File: config.mk
export PLATFORM = sky130hd
export DESIGN_NAME = xbus_ctrl
export DESIGN_NICKNAME = d
export VERILOG_FILES = /design/src/rtl/xbus_pkg.sv /design/src/rtl/xbus_window_dec.sv /design/src/rtl/xbus_timing_bank.sv /design/src/rtl/xbus_seq.sv /design/src/rtl/xbus_ctrl.sv
export SDC_FILE = /design/constraint.sdc
export NUM_CORES = 1
export LEC_CHECK = 0
export BUFFER_PORTS_ARGS = -buffer_cell sky130_fd_sc_hd__buf_2
export CAP_MARGIN = 40
export CORE_MARGIN = 4
export CORE_UTILIZATION = 40
export CTS_BUF_LIST = sky130_fd_sc_hd__clkbuf_4 sky130_fd_sc_hd__clkbuf_8
export CTS_CLUSTER_DIAMETER = 150
export DETAILED_ROUTE_END_ITERATION = 10
export SLEW_MARGIN = 10
export SYNTH_ARGS = -nofsm -noshare
export SYNTH_HDL_FRONTEND = slang
export SYNTH_HIERARCHICAL = 1
export SYNTH_SLANG_ARGS = --single-unit
export TNS_END_PERCENT = 100
File: constraint.sdc
create_clock -name clk -period 8.7 [get_ports clk]
set_input_delay 0.435 -clock clk [delete_from_list [all_inputs] [get_ports clk]]
set_output_delay 0.435 -clock clk [all_outputs]
set_load 0.02 [all_outputs]
File: src/rtl/xbus_pkg.sv
package xbus_pkg;

    localparam int NUM_CS = 6;
    localparam int CS_W   = $clog2(NUM_CS);

    // Packed per-chip-select timing word; first member is the MSB end.
    typedef struct packed {
        logic [7:0] wr_delta;
        logic [7:0] rd_delta;
        logic [3:0] recov;
        logic [3:0] wr_hold;
        logic [3:0] wr_wait;
        logic [3:0] rd_wait;
    } tcfg_t;

    typedef enum logic [2:0] {
        ST_IDLE,
        ST_RECOVER,
        ST_LATENCY,
        ST_STROBE,
        ST_HOLD
    } seq_state_e;

    // First byte address of each chip-select window.
    function automatic logic [31:0] win_first(input int idx);
        unique case (idx)
            0:       return 32'h1a80_0000;
            1:       return 32'h1b00_0000;
            2:       return 32'h1b80_0000;
            3:       return 32'h1d00_0000;
            4:       return 32'h1c80_0000;
            default: return 32'h1c00_0000;
        endcase
    endfunction

    // Last byte address of each chip-select window.
    function automatic logic [31:0] win_last(input int idx);
        unique case (idx)
            0:       return 32'h1aff_ffff;
            1:       return 32'h1b7f_ffff;
            2:       return 32'h1bff_ffff;
            3:       return 32'h24ff_ffff;
            4:       return 32'h1cff_ffff;
            default: return 32'h1c7f_ffff;
        endcase
    endfunction

endpackage

File: src/rtl/xbus_window_dec.sv
module xbus_window_dec
    import xbus_pkg::*;
#(
    parameter int ADDR_W = 32
) (
    input  logic [ADDR_W-1:0] addr,
    output logic              hit,
    output logic [CS_W-1:0]   hit_cs
);

    logic [NUM_CS-1:0] in_win;

    // One range comparator per window.
    for (genvar g = 0; g < NUM_CS; g++) begin : g_win
        localparam logic [ADDR_W-1:0] LO = ADDR_W'(win_first(g));
        localparam logic [ADDR_W-1:0] HI = ADDR_W'(win_last(g));
        assign in_win[g] = (addr >= LO) && (addr <= HI);
    end

    always_comb begin
        hit_cs = '0;
        for (int i = 0; i < NUM_CS; i++) begin
            if (in_win[i]) begin
                hit_cs = CS_W'(i);
            end
        end
    end

    assign hit = |in_win;

endmodule

File: src/rtl/xbus_timing_bank.sv
module xbus_timing_bank
    import xbus_pkg::*;
(
    input  logic            clk,
    input  logic            rst_n,
    input  logic            wr_en,
    input  logic [CS_W-1:0] wr_sel,
    input  logic [31:0]     wr_word,
    input  logic [CS_W-1:0] rd_sel,
    output tcfg_t           rd_cfg
);

    tcfg_t bank_q [NUM_CS];

    for (genvar g = 0; g < NUM_CS; g++) begin : g_slot
        always_ff @(posedge clk or negedge rst_n) begin
            if (!rst_n) begin
                bank_q[g] <= '0;
            end else if (wr_en && (wr_sel == CS_W'(g))) begin
                bank_q[g] <= tcfg_t'(wr_word);
            end
        end
    end

    always_comb begin
        rd_cfg = '0;
        for (int i = 0; i < NUM_CS; i++) begin
            if (rd_sel == CS_W'(i)) begin
                rd_cfg = bank_q[i];
            end
        end
    end

endmodule

File: src/rtl/xbus_seq.sv
module xbus_seq
    import xbus_pkg::*;
#(
    parameter int DATA_W = 16,
    parameter int EXT_AW = 9,
    parameter int PAGE_W = 28,
    parameter int CNT_W  = 8
) (
    input  logic              clk,
    input  logic              rst_n,
    input  logic              req_valid,
    input  logic              req_write,
    input  logic [PAGE_W-1:0] req_page,
    input  logic [EXT_AW-1:0] req_low,
    input  logic [DATA_W-1:0] req_wdata,
    input  logic              hit,
    input  logic [CS_W-1:0]   hit_cs,
    input  tcfg_t             cfg,
    input  logic [DATA_W-1:0] ebus_din,
    output logic              req_ready,
    output logic              resp_valid,
    output logic              resp_err,
    output logic [DATA_W-1:0] resp_rdata,
    output logic [NUM_CS-1:0] cs_n,
    output logic [EXT_AW-1:0] ext_addr,
    output logic [DATA_W-1:0] dout,
    output logic              doe,
    output logic              oe_n,
    output logic              we_n
);

    seq_state_e        state, state_nxt;
    logic [CNT_W-1:0]  cnt, cnt_nxt;

    // Access context captured at acceptance.
    logic              cur_wr;
    logic [CS_W-1:0]   cur_cs;
    logic [3:0]        cur_wait;
    logic [3:0]        cur_hold;
    logic [CNT_W-1:0]  lat_len;

    // History of the previous bus access.
    logic              have_prev;
    logic              prev_rd;
    logic [CS_W-1:0]   prev_cs;
    logic [PAGE_W-1:0] prev_page;
    logic [3:0]        prev_rec;

    logic              accept, acc_hit, acc_miss;
    logic              need_rec, first_acc;
    logic [CNT_W-1:0]  lat_new, rec_len;
    logic [3:0]        wait_new;
    logic              sel_wr, drive_cs, fin_read, fin_any;
    logic [CS_W-1:0]   sel_cs;

    assign req_ready = (state == ST_IDLE);
    assign accept    = req_ready && req_valid;
    assign acc_hit   = accept && hit;
    assign acc_miss  = accept && !hit;

    assign need_rec  = have_prev && prev_rd && ((hit_cs != prev_cs) || req_write);
    assign first_acc = !have_prev || (hit_cs != prev_cs) || (req_page != prev_page);
    assign lat_new   = first_acc ? (req_write ? cfg.wr_delta : cfg.rd_delta) : '0;
    assign wait_new  = req_write ? cfg.wr_wait : cfg.rd_wait;
    assign rec_len   = (prev_rec == 4'd0) ? CNT_W'(1) : CNT_W'(prev_rec);

    // Next state and counter.
    always_comb begin
        state_nxt = state;
        cnt_nxt   = cnt;
        unique case (state)
            ST_IDLE: begin
                if (acc_hit) begin
                    if (need_rec) begin
                        state_nxt = ST_RECOVER;
                        cnt_nxt   = rec_len - CNT_W'(1);
                    end else if (lat_new != '0) begin
                        state_nxt = ST_LATENCY;
                        cnt_nxt   = lat_new - CNT_W'(1);
                    end else begin
                        state_nxt = ST_STROBE;
                        cnt_nxt   = CNT_W'(wait_new);
                    end
                end
            end
            ST_RECOVER: begin
                if (cnt != '0) begin
                    cnt_nxt = cnt - CNT_W'(1);
                end else if (lat_len != '0) begin
                    state_nxt = ST_LATENCY;
                    cnt_nxt   = lat_len - CNT_W'(1);
                end else begin
                    state_nxt = ST_STROBE;
                    cnt_nxt   = CNT_W'(cur_wait);
                end
            end
            ST_LATENCY: begin
                if (cnt != '0) begin
                    cnt_nxt = cnt - CNT_W'(1);
                end else begin
                    state_nxt = ST_STROBE;
                    cnt_nxt   = CNT_W'(cur_wait);
                end
            end
            ST_STROBE: begin
                if (cnt != '0) begin
                    cnt_nxt = cnt - CNT_W'(1);
                end else if (cur_wr) begin
                    state_nxt = ST_HOLD;
                    cnt_nxt   = CNT_W'(cur_hold);
                end else begin
                    state_nxt = ST_IDLE;
                end
            end
            ST_HOLD: begin
                if (cnt != '0) begin
                    cnt_nxt = cnt - CNT_W'(1);
                end else begin
                    state_nxt = ST_IDLE;
                end
            end
            default: begin
                state_nxt = ST_IDLE;
                cnt_nxt   = '0;
            end
        endcase
    end

    // State register.
    always_ff @(posedge clk or negedge rst_n) begin
        if (!rst_n) begin
            state <= ST_IDLE;
            cnt   <= '0;
        end else begin
            state <= state_nxt;
            cnt   <= cnt_nxt;
        end
    end

    // Access context and history capture.
    always_ff @(posedge clk or negedge rst_n) begin
        if (!rst_n) begin
            cur_wr    <= 1'b0;
            cur_cs    <= '0;
            cur_wait  <= '0;
            cur_hold  <= '0;
            lat_len   <= '0;
            have_prev <= 1'b0;
            prev_rd   <= 1'b0;
            prev_cs   <= '0;
            prev_page <= '0;
            prev_rec  <= '0;
            ext_addr  <= '0;
            dout      <= '0;
        end else if (acc_hit) begin
            cur_wr    <= req_write;
            cur_cs    <= hit_cs;
            cur_wait  <= wait_new;
            cur_hold  <= cfg.wr_hold;
            lat_len   <= lat_new;
            have_prev <= 1'b1;
            prev_rd   <= !req_write;
            prev_cs   <= hit_cs;
            prev_page <= req_page;
            prev_rec  <= cfg.recov;
            ext_addr  <= req_low;
            if (req_write) begin
                dout <= req_wdata;
            end
        end
    end

    assign sel_wr   = (state == ST_IDLE) ? req_write : cur_wr;
    assign sel_cs   = (state == ST_IDLE) ? hit_cs    : cur_cs;
    assign drive_cs = (state_nxt == ST_LATENCY) || (state_nxt == ST_STROBE) ||
                      (state_nxt == ST_HOLD);
    assign fin_read = (state == ST_STROBE) && (cnt == '0) && !cur_wr;
    assign fin_any  = fin_read || ((state == ST_HOLD) && (cnt == '0));

    // Registered bus strobes and response.
    always_ff @(posedge clk or negedge rst_n) begin
        if (!rst_n) begin
            cs_n       <= '1;
            oe_n       <= 1'b1;
            we_n       <= 1'b1;
            doe        <= 1'b0;
            resp_valid <= 1'b0;
            resp_err   <= 1'b0;
            resp_rdata <= '0;
        end else begin
            for (int i = 0; i < NUM_CS; i++) begin
                cs_n[i] <= !(drive_cs && (sel_cs == CS_W'(i)));
            end
            oe_n       <= !((state_nxt == ST_STROBE) && !sel_wr);
            we_n       <= !((state_nxt == ST_STROBE) && sel_wr);
            doe        <= sel_wr && ((state_nxt == ST_STROBE) || (state_nxt == ST_HOLD));
            resp_valid <= acc_miss || fin_any;
            resp_err   <= acc_miss;
            if (fin_read) begin
                resp_rdata <= ebus_din;
            end
        end
    end

endmodule

File: src/rtl/xbus_ctrl.sv
module xbus_ctrl
    import xbus_pkg::*;
#(
    parameter int ADDR_W   = 32,
    parameter int DATA_W   = 16,
    parameter int EXT_AW   = 9,
    parameter int PAGE_LSB = 4,
    parameter int CNT_W    = 8
) (
    input  logic                  clk,
    input  logic                  rst_n,
    input  logic                  req_valid,
    input  logic                  req_write,
    input  logic [ADDR_W-1:0]     req_addr,
    input  logic [DATA_W-1:0]     req_wdata,
    output logic                  req_ready,
    output logic                  resp_valid,
    output logic                  resp_err,
    output logic [DATA_W-1:0]     resp_rdata,
    input  logic                  cfg_we,
    input  logic [CS_W-1:0]       cfg_sel,
    input  logic [31:0]           cfg_wdata,
    output logic [NUM_CS-1:0]     ebus_cs_n,
    output logic [EXT_AW-1:0]     ebus_addr,
    output logic [DATA_W-1:0]     ebus_dout,
    input  logic [DATA_W-1:0]     ebus_din,
    output logic                  ebus_doe,
    output logic                  ebus_oe_n,
    output logic                  ebus_we_n
);

    localparam int PAGE_W = ADDR_W - PAGE_LSB;

    logic            dec_hit;
    logic [CS_W-1:0] dec_cs;
    tcfg_t           sel_cfg;

    xbus_window_dec #(
        .ADDR_W (ADDR_W)
    ) dec_i (
        .addr   (req_addr),
        .hit    (dec_hit),
        .hit_cs (dec_cs)
    );

    xbus_timing_bank bank_i (
        .clk     (clk),
        .rst_n   (rst_n),
        .wr_en   (cfg_we),
        .wr_sel  (cfg_sel),
        .wr_word (cfg_wdata),
        .rd_sel  (dec_cs),
        .rd_cfg  (sel_cfg)
    );

    xbus_seq #(
        .DATA_W (DATA_W),
        .EXT_AW (EXT_AW),
        .PAGE_W (PAGE_W),
        .CNT_W  (CNT_W)
    ) seq_i (
        .clk        (clk),
        .rst_n      (rst_n),
        .req_valid  (req_valid),
        .req_write  (req_write),
        .req_page   (req_addr[ADDR_W-1:PAGE_LSB]),
        .req_low    (req_addr[EXT_AW-1:0]),
        .req_wdata  (req_wdata),
        .hit        (dec_hit),
        .hit_cs     (dec_cs),
        .cfg        (sel_cfg),
        .ebus_din   (ebus_din),
        .req_ready  (req_ready),
        .resp_valid (resp_valid),
        .resp_err   (resp_err),
        .resp_rdata (resp_rdata),
        .cs_n       (ebus_cs_n),
        .ext_addr   (ebus_addr),
        .dout       (ebus_dout),
        .doe        (ebus_doe),
        .oe_n       (ebus_oe_n),
        .we_n       (ebus_we_n)
    );

endmodule

==> flow_summary.toml <==
[status]
status = "completed"

[yosys]
async_flop_share = 1.00
synth_cells = 1271
synth_edf_count = 0
synth_flop_cell = "dfrtp_1"
ys_warn_count = 6
syn_area_per_cell_sq_um = 11.8
ys_seq_elements = 309
yosysSeqAreaShare = 0.516
synth.distinct_cells = 75
synth_area_sq_um = 15000
synth_nets = 1380

[clock_network]
cts_buffers = 53
clkSlewWorstSetupHoldPaths_ns = 0.07
cts_resized = 0
clock-sinks = 309
cts_tree = "yes"
clock_path_buffers = 3
cts_setup_buffers = 0
clk_latency_ns = 0.62
cts_htree_levels = 2
cts_root_buf = "clkbuf_8"
cts_hold_buf = 33

[worst_setup_path]
path_cells = "buf_2 -> nor3_1 -> nand3_1 -> o21ai_4 -> buf_4 -> nand2b_1 -> o32ai_1 -> a221oi_1 -> mux2i_1 -> or2_2 -> ha_1 -> nand2_1 -> nor3_1 -> o21ai_2 -> nor4_1 -> a311o_1"
worstPathRequired_ns = 9.21
critPathMaxFanout = 21
path_common_cell = "nor3_1"
cp_slowest_cell = "o21ai_4"
crit_path_start_kind = "primary input"
cp_top_family = "compound AO/OA/AOI/OAI gates"
arrival_ns = 5.11
max_stage_delay_ns = 0.70
crit_path_end_kind = "flip-flop"
cp_num_buf_inv = 2
crit_type = "in -> reg"

[pwr]
irDropWorstVdd_mv = 0.135
cellPowerDensity_nw_per_um2 = 270
leakage_nw = 8.00

[sta]
setup_viol = 0
timing.final.crit_share = 0.530
hold_viol = 0
setup_ws_ns = 4.09
finalMaxSlewViolations = 0
max_freq_ghz = 0.217
fin_crit_ns = 4.61
timing.setup.tns_ns = 0
worst_pin_slew_ns = 0.836
clock_skew_ns = 0.0220
rsz0062_at_grt = "false"
relSlewSlack = 0.443

[die]
io_pins = 157
die_w_um = 202
placementRows = 70
core-area_sq_um = 36800
die_area_sq_um = 40700
start_util = 0.408
die_y_um = 202

[route]
vias_per_cell = 5.51
drt_iter0_markers = 695
ant_nets = 0
drc = 0
first_pass_iters = 5
wl_per_cell_um = 19.2
routed_wl_um = 37700
dr_total_vias = 10800

[global_route]
grt_usage = 0.184
grt.overflow.total = 0
grt_pass1_vias = 11200
grt_max_degree = 106
antenna_found_initial = 1
grt_pass1_wl_um = 61500

[finish]
drive_gt1_frac = 0.372
antenna_cells = 0
stdcell_count = 1967
fin_util = 0.482
syn_to_final_growth_pct = 18.3
nets = 1568

[place]
dp.cells = 1839
io_buffers = 156
place_ws_ns = 3.53
place.gp.congestion = 0.837
dp_hpwl_um = 24200

[job]
drv_cap = 0

[hold_path]
hold_class = "in -> reg"
## worst paths after layout
| path | from | cells past startpoint | slack [ns] | end |
|---|---|---|---|---|
| setup / recovery | req_addr[30] | 16 | 4.09 | seq_i/cnt[2]$_DFFE_PN0P_ |
| hold / removal | req_wdata[4] | 2 | 0.05 | seq_i/dout[4]$_DFFE_PN0P_ |
| setup reg to reg | seq_i/prev_page[5]$_DFFE_PN0P_ | 11 | 5.16 | seq_i/cnt[6]$_DFFE_PN0P_ |
| hold reg to reg | seq_i/ext_addr[6]$_DFFE_PN0P_ | 2 | 0.47 | seq_i/ext_addr[6]$_DFFE_PN0P_ |
| max in group asynchronous | rst_n | 5 | 6.26 | seq_i/cur_wait[3]$_DFFE_PN0P_ |
| min in group asynchronous | rst_n | 2 | 0.47 | seq_i/prev_page[10]$_DFFE_PN0P_ |
## sequential cells by signal (all words and copies together) (netlist names)
| register | count |
|---|---|
| bank_i/bank_q | 192 |
| seq_i/prev_page | 28 |
| seq_i/dout | 16 |
| seq_i/resp_rdata | 16 |
| seq_i/ext_addr | 9 |
| seq_i/cnt | 8 |
| seq_i/lat_len | 8 |
| seq_i/cs_n | 6 |
| seq_i/cur_hold | 4 |
| seq_i/cur_wait | 4 |
| seq_i/prev_rec | 4 |
| seq_i/prev_cs | 3 |
| seq_i/state | 3 |
| seq_i/cur_wr | 1 |
| seq_i/doe | 1 |
| seq_i/have_prev | 1 |
| seq_i/oe_n | 1 |
| seq_i/prev_rd | 1 |
| seq_i/resp_err | 1 |
| seq_i/resp_valid | 1 |
| seq_i/we_n | 1 |
## cells in the final DEF (no fill, tap or decap), drive strengths merged, types with 4 or more instances in the layout
cell and n:
dfrtp 301, mux2 262, nand2 197, buf 179, clkbuf 78, o21ai 58
o22ai 36, o32ai 33, dlygate4sd3 33, a221oi 33, xor2 31, nor2 31
a21oi 18, nor4 18, mux2i 15, clkinv 14, xnor2 13, inv 13
nand3 12, o31ai 11, nor3 10, dfstp 8, nand2b 6, o211ai 6
nand4 5, ha 5, bufinv 4, or3 4, a21o 4, and2 4
nor3b 4
## per-stage QoR
step                      hold slack [ns]  power, W  cell area, sq um
after floorplan                     0.139   0.00293             15000
after global placement              0.455   0.00330             16100
after detailed placement            0.457   0.00334             16200
after CTS                         0.00209   0.00484             17700
after global routing               0.0195   0.00508             17700
final                              0.0528   0.00479             17700
## cells in the mapped netlist (4+ instances only)
| library cell | n | area share |
|---|---|---|
| mux2_1 | 8 | 0.0060 |
| nor4_1 | 15 | 0.0063 |
| inv_1 | 12 | 0.0030 |
| buf_2 | 20 | 0.0067 |
| buf_1 | 8 | 0.0020 |
| o22ai_1 | 36 | 0.015 |
| dfrtp_1 | 301 | 0.50 |
| xor2_1 | 31 | 0.018 |
| mux2_2 | 224 | 0.17 |
| o32ai_1 | 33 | 0.019 |
| or3_1 | 4 | 0.0017 |
| nor3_1 | 9 | 0.0030 |
| xnor2_1 | 13 | 0.0076 |
| o211ai_1 | 6 | 0.0030 |
| a21oi_1 | 18 | 0.0060 |
| nand3_1 | 11 | 0.0037 |
| o31ai_1 | 11 | 0.0055 |
| nor2_1 | 30 | 0.0075 |
| buf_4 | 10 | 0.0050 |
| nand2_1 | 197 | 0.049 |
| nand4_1 | 5 | 0.0021 |
| mux2i_1 | 15 | 0.010 |
| dfstp_2 | 8 | 0.014 |
| a221oi_1 | 32 | 0.019 |
| ha_1 | 5 | 0.0042 |
| buf_6 | 6 | 0.0045 |
| clkbuf_1 | 32 | 0.0080 |
| a21o_1 | 4 | 0.0020 |
| nand2b_1 | 6 | 0.0025 |
| mux2_4 | 30 | 0.030 |
| o21ai_0 | 54 | 0.018 |
## power breakdown
group | internal, W | total (W) | switching (W)
Clock | 0.000860 | 0.00146 | 0.000602
Combinational | 0.000602 | 0.00129 | 0.000684
Sequential | 0.00180 | 0.00204 | 0.000234
## layout make-up
| class | instances | area [sq um] |
|---|---|---|
| Inverter | 15 | 56.3 |
| Sequential cell | 309 | 7740 |
| Tap cell | 468 | 586 |
| Timing Repair Buffer | 212 | 1360 |
| Multi-Input combinational cell | 868 | 6810 |
| Fill cell | 3351 | 19000 |
| Clock inverter | 17 | 191 |
| Clock buffer | 78 | 1000 |
## metal layers
metal  vias up  track usage  wire length, um
li1       5026            -                -
met1      5450        0.255            17500
met2       289        0.294            17600
met3        62       0.0342             1790
met4         2       0.0571              748
met5         -            0               11
## logic make-up after synthesis
| kind of cell | share of synthesized area |
|---|---|
| mux | 0.214 |
| fa+ha+maj | 0.00417 |
| simple gates | 0.0948 |
| xor+xnor | 0.0257 |
| buf+inv | 0.0340 |
| flops | 0.516 |
| compound gates | 0.111 |
No activity file was read; power rests on OpenSTA's default activity.
